<file path="config.mk">
export PLATFORM = sky130hd
export DESIGN_NAME = gpio_maskwin
export DESIGN_NICKNAME = d
export VERILOG_FILES = /design/src/rtl/gpio_maskwin_pkg.sv /design/src/rtl/gpio_mw_decode.sv /design/src/rtl/gpio_mw_sync.sv /design/src/rtl/gpio_mw_regs.sv /design/src/rtl/gpio_mw_rdmux.sv /design/src/rtl/gpio_maskwin.sv
export SDC_FILE = /design/constraint.sdc
export NUM_CORES = 1
export LEC_CHECK = 0
export ABC_AREA = 0
export CORE_AREA = 4 4 82 65
export CTS_BUF_LIST = sky130_fd_sc_hd__clkbuf_8
export DETAILED_ROUTE_END_ITERATION = 7
export DIE_AREA = 0 0 86 69
export HOLD_SLACK_MARGIN = 0.03
export PLACE_DENSITY = 0.66
export SYNTH_ARGS = -nofsm -noshare
export SYNTH_HDL_FRONTEND = slang
export SYNTH_HIERARCHICAL = 1
export SYNTH_SLANG_ARGS = --single-unit
</file>
<file path="constraint.sdc">
create_clock -name pclk -period 2.8 [get_ports pclk]
set_input_delay 0.56 -clock pclk [delete_from_list [all_inputs] [get_ports pclk]]
set_output_delay 0.56 -clock pclk [all_outputs]
set_load 0.02 [all_outputs]
</file>
<file path="src/rtl/gpio_maskwin_pkg.sv">
package gpio_maskwin_pkg;

   // Which register an access decodes to
   typedef enum logic [1:0] {
      SEL_NONE = 2'd0,
      SEL_DATA = 2'd1,
      SEL_DIR  = 2'd2
   } gmw_sel_e;

   // Bytes per 32-bit register slot on the bus
   localparam int unsigned SLOT_BYTES = 4;
   localparam int unsigned SLOT_SHIFT = 2;

   // Size in bytes of a masked window covering npins mask bits
   function automatic int unsigned window_bytes(input int unsigned npins);
      return SLOT_BYTES << npins;
   endfunction

endpackage

</file>
<file path="src/rtl/gpio_mw_decode.sv">
module gpio_mw_decode
   import gpio_maskwin_pkg::*;
#(
   parameter int unsigned NPINS   = 8,
   parameter int unsigned ADDR_W  = 12,
   parameter int unsigned DIR_OFF = 'h400
) (
   input  logic              psel,
   input  logic              penable,
   input  logic              pwrite,
   input  logic [ADDR_W-1:0] paddr,
   output gmw_sel_e          sel,
   output logic [NPINS-1:0]  mask,
   output logic              wr_data,
   output logic              wr_dir,
   output logic              rd_act
);

   localparam int unsigned MASK_LO = SLOT_SHIFT;
   localparam int unsigned MASK_HI = SLOT_SHIFT + NPINS - 1;
   localparam int unsigned TAG_LO  = SLOT_SHIFT + NPINS;
   localparam logic [ADDR_W-1:0] DIR_ADDR = ADDR_W'(DIR_OFF);

   logic in_window;
   logic at_dir;
   logic wr_acc;

   // Window: all address bits above the mask field are zero
   assign in_window = (paddr[ADDR_W-1:TAG_LO] == '0);
   // Direction register: exact slot match, byte lanes ignored
   assign at_dir    = (paddr[ADDR_W-1:SLOT_SHIFT] == DIR_ADDR[ADDR_W-1:SLOT_SHIFT]);

   always_comb begin
      if (in_window)   sel = SEL_DATA;
      else if (at_dir) sel = SEL_DIR;
      else             sel = SEL_NONE;
   end

   assign mask    = paddr[MASK_HI:MASK_LO];
   assign wr_acc  = psel & penable & pwrite;
   assign wr_data = wr_acc & (sel == SEL_DATA);
   assign wr_dir  = wr_acc & (sel == SEL_DIR);
   assign rd_act  = psel & ~pwrite;

endmodule

</file>
<file path="src/rtl/gpio_mw_sync.sv">
module gpio_mw_sync #(
   parameter int unsigned WIDTH  = 8,
   parameter int unsigned STAGES = 2
) (
   input  logic             clk,
   input  logic             rst_n,
   input  logic [WIDTH-1:0] d_async,
   output logic [WIDTH-1:0] q_sync
);

   logic [WIDTH-1:0] stg [STAGES];

   always_ff @(posedge clk or negedge rst_n) begin
      if (!rst_n) stg[0] <= '0;
      else        stg[0] <= d_async;
   end

   for (genvar s = 1; s < STAGES; s++) begin : g_stage
      always_ff @(posedge clk or negedge rst_n) begin
         if (!rst_n) stg[s] <= '0;
         else        stg[s] <= stg[s-1];
      end
   end

   assign q_sync = stg[STAGES-1];

endmodule

</file>
<file path="src/rtl/gpio_mw_regs.sv">
module gpio_mw_regs #(
   parameter int unsigned NPINS     = 8,
   parameter logic [NPINS-1:0] OUT_RST = '0,
   parameter logic [NPINS-1:0] DIR_RST = '0
) (
   input  logic             clk,
   input  logic             rst_n,
   input  logic             wr_data,
   input  logic             wr_dir,
   input  logic [NPINS-1:0] mask,
   input  logic [NPINS-1:0] wdata,
   output logic [NPINS-1:0] out_q,
   output logic [NPINS-1:0] dir_q
);

   // Output register: one enable per bit, taken from the address mask
   for (genvar b = 0; b < NPINS; b++) begin : g_outbit
      always_ff @(posedge clk or negedge rst_n) begin
         if (!rst_n)                   out_q[b] <= OUT_RST[b];
         else if (wr_data && mask[b])  out_q[b] <= wdata[b];
      end
   end

   // Direction register: full-width write, no masking
   always_ff @(posedge clk or negedge rst_n) begin
      if (!rst_n)      dir_q <= DIR_RST;
      else if (wr_dir) dir_q <= wdata;
   end

endmodule

</file>
<file path="src/rtl/gpio_mw_rdmux.sv">
module gpio_mw_rdmux
   import gpio_maskwin_pkg::*;
#(
   parameter int unsigned NPINS = 8
) (
   input  logic             rd_act,
   input  gmw_sel_e         sel,
   input  logic [NPINS-1:0] mask,
   input  logic [NPINS-1:0] out_q,
   input  logic [NPINS-1:0] dir_q,
   input  logic [NPINS-1:0] pin_sync,
   output logic [NPINS-1:0] rdata
);

   logic [NPINS-1:0] level;

   // Per-pin source: driven value for outputs, pad level for inputs
   for (genvar b = 0; b < NPINS; b++) begin : g_src
      assign level[b] = dir_q[b] ? out_q[b] : pin_sync[b];
   end

   always_comb begin
      rdata = '0;
      if (rd_act) begin
         unique case (sel)
            SEL_DATA: rdata = level & mask;
            SEL_DIR:  rdata = dir_q;
            default:  rdata = '0;
         endcase
      end
   end

endmodule

</file>
<file path="src/rtl/gpio_maskwin.sv">
module gpio_maskwin
   import gpio_maskwin_pkg::*;
#(
   parameter int unsigned NPINS       = 8,
   parameter int unsigned ADDR_W      = 12,
   parameter int unsigned DIR_OFF     = 'h400,
   parameter int unsigned SYNC_STAGES = 2
) (
   input  logic              pclk,
   input  logic              presetn,
   input  logic              psel,
   input  logic              penable,
   input  logic              pwrite,
   input  logic [ADDR_W-1:0] paddr,
   input  logic [NPINS-1:0]  pwdata,
   output logic [NPINS-1:0]  prdata,
   output logic              pready,
   output logic              pslverr,
   input  logic [NPINS-1:0]  pin_i,
   output logic [NPINS-1:0]  pin_o,
   output logic [NPINS-1:0]  pin_oe
);

   localparam int unsigned WIN_BYTES = window_bytes(NPINS);

   // Elaboration-time parameter checks
   if (NPINS < 1 || NPINS > 16) begin : g_bad_npins
      $error("gpio_maskwin: NPINS out of range");
   end
   if (ADDR_W <= NPINS + SLOT_SHIFT) begin : g_bad_addr_w
      $error("gpio_maskwin: ADDR_W too narrow for mask window");
   end
   if (DIR_OFF < WIN_BYTES || (DIR_OFF % SLOT_BYTES) != 0) begin : g_bad_dir_off
      $error("gpio_maskwin: DIR_OFF overlaps window or is misaligned");
   end
   if (SYNC_STAGES < 2) begin : g_bad_sync
      $error("gpio_maskwin: at least two synchronizer stages required");
   end

   gmw_sel_e         sel;
   logic [NPINS-1:0] mask;
   logic             wr_data;
   logic             wr_dir;
   logic             rd_act;
   logic [NPINS-1:0] out_q;
   logic [NPINS-1:0] dir_q;
   logic [NPINS-1:0] pin_sync;

   gpio_mw_decode #(
      .NPINS   (NPINS),
      .ADDR_W  (ADDR_W),
      .DIR_OFF (DIR_OFF)
   ) u_decode (
      .psel    (psel),
      .penable (penable),
      .pwrite  (pwrite),
      .paddr   (paddr),
      .sel     (sel),
      .mask    (mask),
      .wr_data (wr_data),
      .wr_dir  (wr_dir),
      .rd_act  (rd_act)
   );

   gpio_mw_sync #(
      .WIDTH  (NPINS),
      .STAGES (SYNC_STAGES)
   ) u_sync (
      .clk     (pclk),
      .rst_n   (presetn),
      .d_async (pin_i),
      .q_sync  (pin_sync)
   );

   gpio_mw_regs #(
      .NPINS   (NPINS),
      .OUT_RST ('0),
      .DIR_RST ('0)
   ) u_regs (
      .clk     (pclk),
      .rst_n   (presetn),
      .wr_data (wr_data),
      .wr_dir  (wr_dir),
      .mask    (mask),
      .wdata   (pwdata),
      .out_q   (out_q),
      .dir_q   (dir_q)
   );

   gpio_mw_rdmux #(
      .NPINS (NPINS)
   ) u_rdmux (
      .rd_act   (rd_act),
      .sel      (sel),
      .mask     (mask),
      .out_q    (out_q),
      .dir_q    (dir_q),
      .pin_sync (pin_sync),
      .rdata    (prdata)
   );

   assign pin_o   = out_q;
   assign pin_oe  = dir_q;
   assign pready  = 1'b1;
   assign pslverr = 1'b0;

endmodule

</file>
==> results of run 1 <==
==> synth_stat cells <==
master,n,area share [%]
inv_1,3,0.74
mux2_4,8,7.9
nand3_1,2,0.66
o21ai_0,1,0.33
or4_4,1,0.74
conb_1,2,0.49
buf_2,1,0.33
mux2_1,6,4.5
or4b_1,1,0.66
a311oi_1,1,0.58
a21oi_1,1,0.33
buf_4,20,9.9
nor4_2,1,0.82
mux2_2,8,5.9
ha_1,2,1.6
nand4b_1,1,0.58
nor3_1,2,0.66
nand2b_1,1,0.41
a31oi_1,1,0.41
dfrtp_1,32,53
nor2b_1,1,0.41
or2_2,1,0.41
nand2_1,8,2.0
nor2_1,7,1.7
clkbuf_1,2,0.49
a32oi_1,6,3.5
buf_6,1,0.74
and3_1,1,0.41
==> power by group through the flow <==
stage	Sequential, uW	Clock (uW)	Combinational, uW
2_1_floorplan	552	0	72.6
3_5_place_dp	529	0	211
3_3_place_gp	526	0	208
4_1_cts	521	360	222
5_1_grt	525	390	236
6_report	521	351	222
==> final cells by class <==
class	instances	area [um^2]	area share (%)
flip-flops and latches	32	801	33.2
inverters	3	11.3	0.466
multi-input cells	63	699	29.0
clock buffers	6	82.6	3.42
clock inverters	2	7.51	0.311
repair buffers	79	742	30.7
well taps	57	71.3	2.95
==> path summary, 6_finish.rpt <==
kind | start | end | slack, ps | depth (start not counted)
min in group asynchronous | presetn | u_sync/q_sync[2] | 680 | 2
worst min-delay path | u_sync/stg[8] | u_sync/q_sync[0] | 350 | 0
max in group asynchronous | presetn | u_sync/stg[9] | 1830 | 2
worst max-delay path | paddr[11] | prdata[6] | -70 | 9
worst max register to register | u_regs/dir_q[3] | u_regs/dir_q[3] | 1970 | 1
worst min register to register | u_sync/stg[8] | u_sync/q_sync[0] | 350 | 0
==> layer usage <==
layer	vias up	GRT usage [%]	share of wire [%]
li1	527	-	-
met1	560	17.6	43
met2	38	23.1	49
met3	2	5.12	7.1
met4	0	3.69	0.47
met5	-	0	0
==> flip-flops by register name, indices dropped and copies added, names as in the netlist <==
signal,cells
u_regs/out_q,8
u_regs/dir_q,8
u_sync/q_sync,8
u_sync/stg,8
==> through the flow <==
stage	power [uW]	instance area, um^2	instances
after floorplan	625	1540	122
after detailed placement	740	2160	234
after global placement	734	2160	234
after CTS	1100	2400	242
after global routing	1150	2410	242
final	1090	2410	242
==> logic make-up after synthesis <==
logic type,Yosys count,share of synthesized area [%]
compound gates,10,5.11
fa+ha+maj,2,1.65
buf+inv,27,12.2
flops,32,52.8
mux,22,18.3
other cells,2,0.495
simple gates,27,9.48
==> what timing repair did <==
action / CTS / global route
setup endpoints to repair: 8 / 8
resized for setup: 111 / 7
pin swaps: 10 / 6
==> flow_summary.toml, run 1 <==
[routing]
wl_per_cell_um = 16.0
dr.pass1.iters = 4
drt_iter0_markers = 48
final_antenna_net_count = 0
viasPerCell = 4.66
vias = 1127
drc = 0
drt_wl_total_um = 3870

[global_route]
gr-usage-all-layers_pct = 14.2
grt_pass1_vias = 1287
gr-total-overflow = 0
antenna_found_initial = 0
grt_start_max_net_pins = 33
grt_pass1_wl_um = 6560

[place]
place.gp.congestion = 0.718
place_ws_ps = -1070
port_buffers = 54
dpl.hpwl_um = 2820

[outcome]
status = "complete, but fails checks"
violations = "negative setup slack"

[flow_run]
drv_cap = 0

[clock_tree]
cts_tree = "built"
holdBufCountCts = 0
cts_inserted_buffers = 5
clockRootBuffer = "clkbuf_8"
clockBufferDepth = 2
clock_sinks = 32
h-tree-depth = 2
cts_setup_buffers = 0
clk_pin_slew_ps = 60
clock_latency_ps = 270

[pwr]
p_switching_uw = 273
switching_share_pct = 25.0
leakagePower_uw = 0.00107
p_comb_share_pct = 20.3
p_per_area_nw_per_um2 = 453
seqPwrFrac_pct = 47.6
vdd_drop_max_mv = 0.258
clkPwrFrac_pct = 32.1
p_int_uw = 820

[worst_setup_path]
crit_fanout = 5
path_delay_family = "simple AND/OR/NAND/NOR gates"
worstPathRequired_ps = 2240
end_kind = "output port"
path_buf_inv = 3
slowest_delay_ps = 560
arrival_ps = 2310
cp_slowest_cell = "or4b_4"
path_common_cell = "buf_6"
path_cells = "buf_6 > or4b_4 > nor3_4 > inv_2 > ha_4 > and3_1 > o21ai_1 > a21oi_4 > buf_6"
worstSetupStartpointType = "primary input"
crit_type = "primary input to output port"

[synthesis]
ys_seq_elements = 32
netlist_instances = 122
synth_fp_nets = 157
seq_area_frac_synth_pct = 52.8
synth.distinct_cells = 28
synth_area_um2 = 1520
synth_warnings = 6
syn_avg_cell_area_um2 = 12.4

[die]
rows = 21
start_util_pct = 34.2
die-width_um = 86
core-area_um2 = 4440
io_pins = 59
chipHeight_um = 69
dieArea_um2 = 5930

[sta]
skew_ps = 3.90
max_freq_mhz = 348
report.final.setup_viol = 8
slew_viol_final = 0
layout_setup_ws_ps = -69.7
final_hold_viol_count = 0
period_share_pct = 102
timing.setup.tns_ps = -294
rsz0062_at_grt = "true"
min_period_ps = 2870
fin_hold_ws_ps = 347

[layout]
final_cell_mix = "36 x clkdlybuf4s50_1, 32 x dfrtp_1, 21 x buf_4"
diodes = 0
layout.nets = 219
drive_gt1_share_pct = 45.9
final_util_pct = 54.4
syn_to_final_growth_pct = 59.1
layout_commonest_cell = "clkdlybuf4s50_1"
filler_cell_count = 374

[min_path]
hold_class = "flop to flop"
No activity file was read; power rests on OpenSTA's default activity.
==> run 2: changes to the inputs <==
--- a/config.mk
+++ b/config.mk
@@ -8,10 +8,12 @@
 export ABC_AREA = 0
 export CORE_AREA = 4 4 82 65
 export CTS_BUF_LIST = sky130_fd_sc_hd__clkbuf_8
+export CTS_CLUSTER_SIZE = 12
 export DETAILED_ROUTE_END_ITERATION = 7
 export DIE_AREA = 0 0 86 69
 export HOLD_SLACK_MARGIN = 0.03
 export PLACE_DENSITY = 0.66
+export RECOVER_POWER = 50
 export SYNTH_ARGS = -nofsm -noshare
 export SYNTH_HDL_FRONTEND = slang
 export SYNTH_HIERARCHICAL = 1
==> flow_summary.toml, run 2 (synthesis gave the netlist of run 1 again) <==
[outcome]
status = "complete, but fails checks"
violations = "max-capacitance violations, max-slew violations, negative setup slack"

[sta]
relSlewSlack_pct = -13.9
skew_ps = 3.80
timing.setup.tns_ps = -297
slew_viol_final = 33
worst_pin_slew_ps = 1710
period_share_pct = 102
layout_setup_ws_ps = -69.7
max_freq_mhz = 348
rsz0062_at_grt = "true"
report.final.setup_viol = 8
min_period_ps = 2870
final_hold_viol_count = 0

[min_path]
holdPathStages = 0
hold_end = "u_sync/q_sync[0]"
hold_class = "flop to flop"
hold_start = "u_sync/stg[8]"

[pwr]
clkPwrFrac_pct = 32.1
finalPower_uw = 1090
vdd_drop_max_mv = 0.258
p_switching_uw = 273
p_int_uw = 817
seqPwrFrac_pct = 47.8
p_per_area_nw_per_um2 = 452
switching_share_pct = 25.0
p_comb_share_pct = 20.1
leakagePower_uw = 0.00107

[clock_tree]
cts_setup_buffers = 0
cts_tree = "built"
cts_inserted_buffers = 5
clock_sinks = 32
clock_latency_ps = 270
clk_pin_slew_ps = 60
clockBufferDepth = 2
holdBufCountCts = 0
h-tree-depth = 2
clockRootBuffer = "clkbuf_8"

[worst_setup_path]
end_kind = "output port"
path_common_cell = "buf_6"
reg2reg_from = "u_regs/dir_q[3]"
arrival_ps = 2310
regToRegEndpoint = "u_regs/dir_q[3]"
cp_slowest_cell = "or4b_4"
slowest_delay_ps = 560
rrSetupSlack_ps = 1970
worstSetupStartpointType = "primary input"
worstPathRequired_ps = 2240
crit_fanout = 5
crit_type = "primary input to output port"
worstRegToRegCells = 1
path_cells = "buf_6 > or4b_4 > nor3_4 > inv_2 > ha_4 > and3_1 > o21ai_1 > a21oi_4 > buf_6"

[routing]
drt_wl_total_um = 3870
dr.pass1.iters = 4
final_antenna_net_count = 0
wl_per_cell_um = 16.0
viasPerCell = 4.65
drc = 0
vias = 1126
drt_iter0_markers = 48

[place]
dpl.hpwl_um = 2820
port_buffers = 54
place.gp.congestion = 0.718

[die]
rows = 21
core-area_um2 = 4440
start_util_pct = 34.2
dieArea_um2 = 5930
die-width_um = 86
io_pins = 59
chipHeight_um = 69

[layout]
final_cell_mix = "32 x dfrtp_1, 27 x clkdlybuf4s50_1, 20 x buf_4"
syn_to_final_growth_pct = 58.9
final_util_pct = 54.3
layout_commonest_cell = "dfrtp_1"
diodes = 0
drive_gt1_share_pct = 45.4
layout.nets = 219

[global_route]
grt_pass1_vias = 1287
gr-total-overflow = 0
grt_pass1_wl_um = 6560
grt_start_max_net_pins = 33
antenna_found_initial = 0
gr-usage-all-layers_pct = 14.2

[flow_run]
drv_cap = 1
[run 2: cell types whose count changed in the layout (fill, tap and decap cells not counted)]
cell / delta
dlygate4sd3_1: +9
buf_4: -1
clkdlybuf4s50_1: -9
clkbuf_1: +1
[run 2: timing repair]
item,4_1_cts,5_1_grt
pin swaps,10,6
setup endpoints to repair,8,8
resized for setup,111,7
[run 2: worst max-delay path, delay by kind of cell]
kind / cells / cell delay, ps
compound gates: 2 / 300
buf+inv: 3 / 290
fa+ha+maj: 1 / 180
simple gates: 3 / 970
[run 2: area by class of cell]
| type | count | area [um^2] |
|---|---|---|
| Fill cell | 374 | 2030 |
| Sequential cell | 32 | 801 |
| Timing Repair Buffer | 79 | 738 |
| Multi-Input combinational cell | 63 | 699 |
| Clock buffer | 6 | 82.6 |
| Tap cell | 57 | 71.3 |
| Inverter | 3 | 11.3 |
| Clock inverter | 2 | 7.51 |
[run 2: layer usage]
layer / vias up / part of all wire, % / global-route usage [%]
met5: - / 0 / 0
met4: 0 / 0.47 / 3.69
met3: 2 / 7.1 / 5.12
met2: 38 / 49 / 23.1
met1: 559 / 43 / 17.6
li1: 527 / - / -
[run 2: power groups by stage]
| stage | registers (uW) | clock network [uW] | logic, uW |
|---|---|---|---|
| global placement | 526 | 0 | 208 |
| CTS | 521 | 360 | 222 |
| global route | 525 | 390 | 233 |
| finish | 521 | 350 | 219 |
| detailed placement | 529 | 0 | 211 |
| floorplan | 552 | 0 | 72.6 |
[run 2: worst max path at each step]
stage	startpoint	cells after the start	slack [ps]	end
after floorplan	paddr[7]	6	-10	prdata[6]
after global placement	paddr[7]	8	-990	prdata[3]
after detailed placement	paddr[7]	8	-1070	prdata[3]
after CTS	paddr[9]	7	-100	prdata[1]
after global routing	paddr[11]	9	-150	prdata[6]
final	paddr[11]	9	-70	prdata[6]
[run 2: through the flow]
| stage | hold slack, ps | cells | area [um^2] | setup WS [ps] |
|---|---|---|---|---|
| 6_report | 347 | 242 | 2410 | -69.7 |
| 4_1_cts | 350 | 242 | 2400 | -100 |
| 3_3_place_gp | 334 | 234 | 2160 | -993 |
| 5_1_grt | 358 | 242 | 2410 | -152 |
| 2_1_floorplan | 264 | 122 | 1540 | -14.5 |
| 3_5_place_dp | 336 | 234 | 2160 | -1070 |
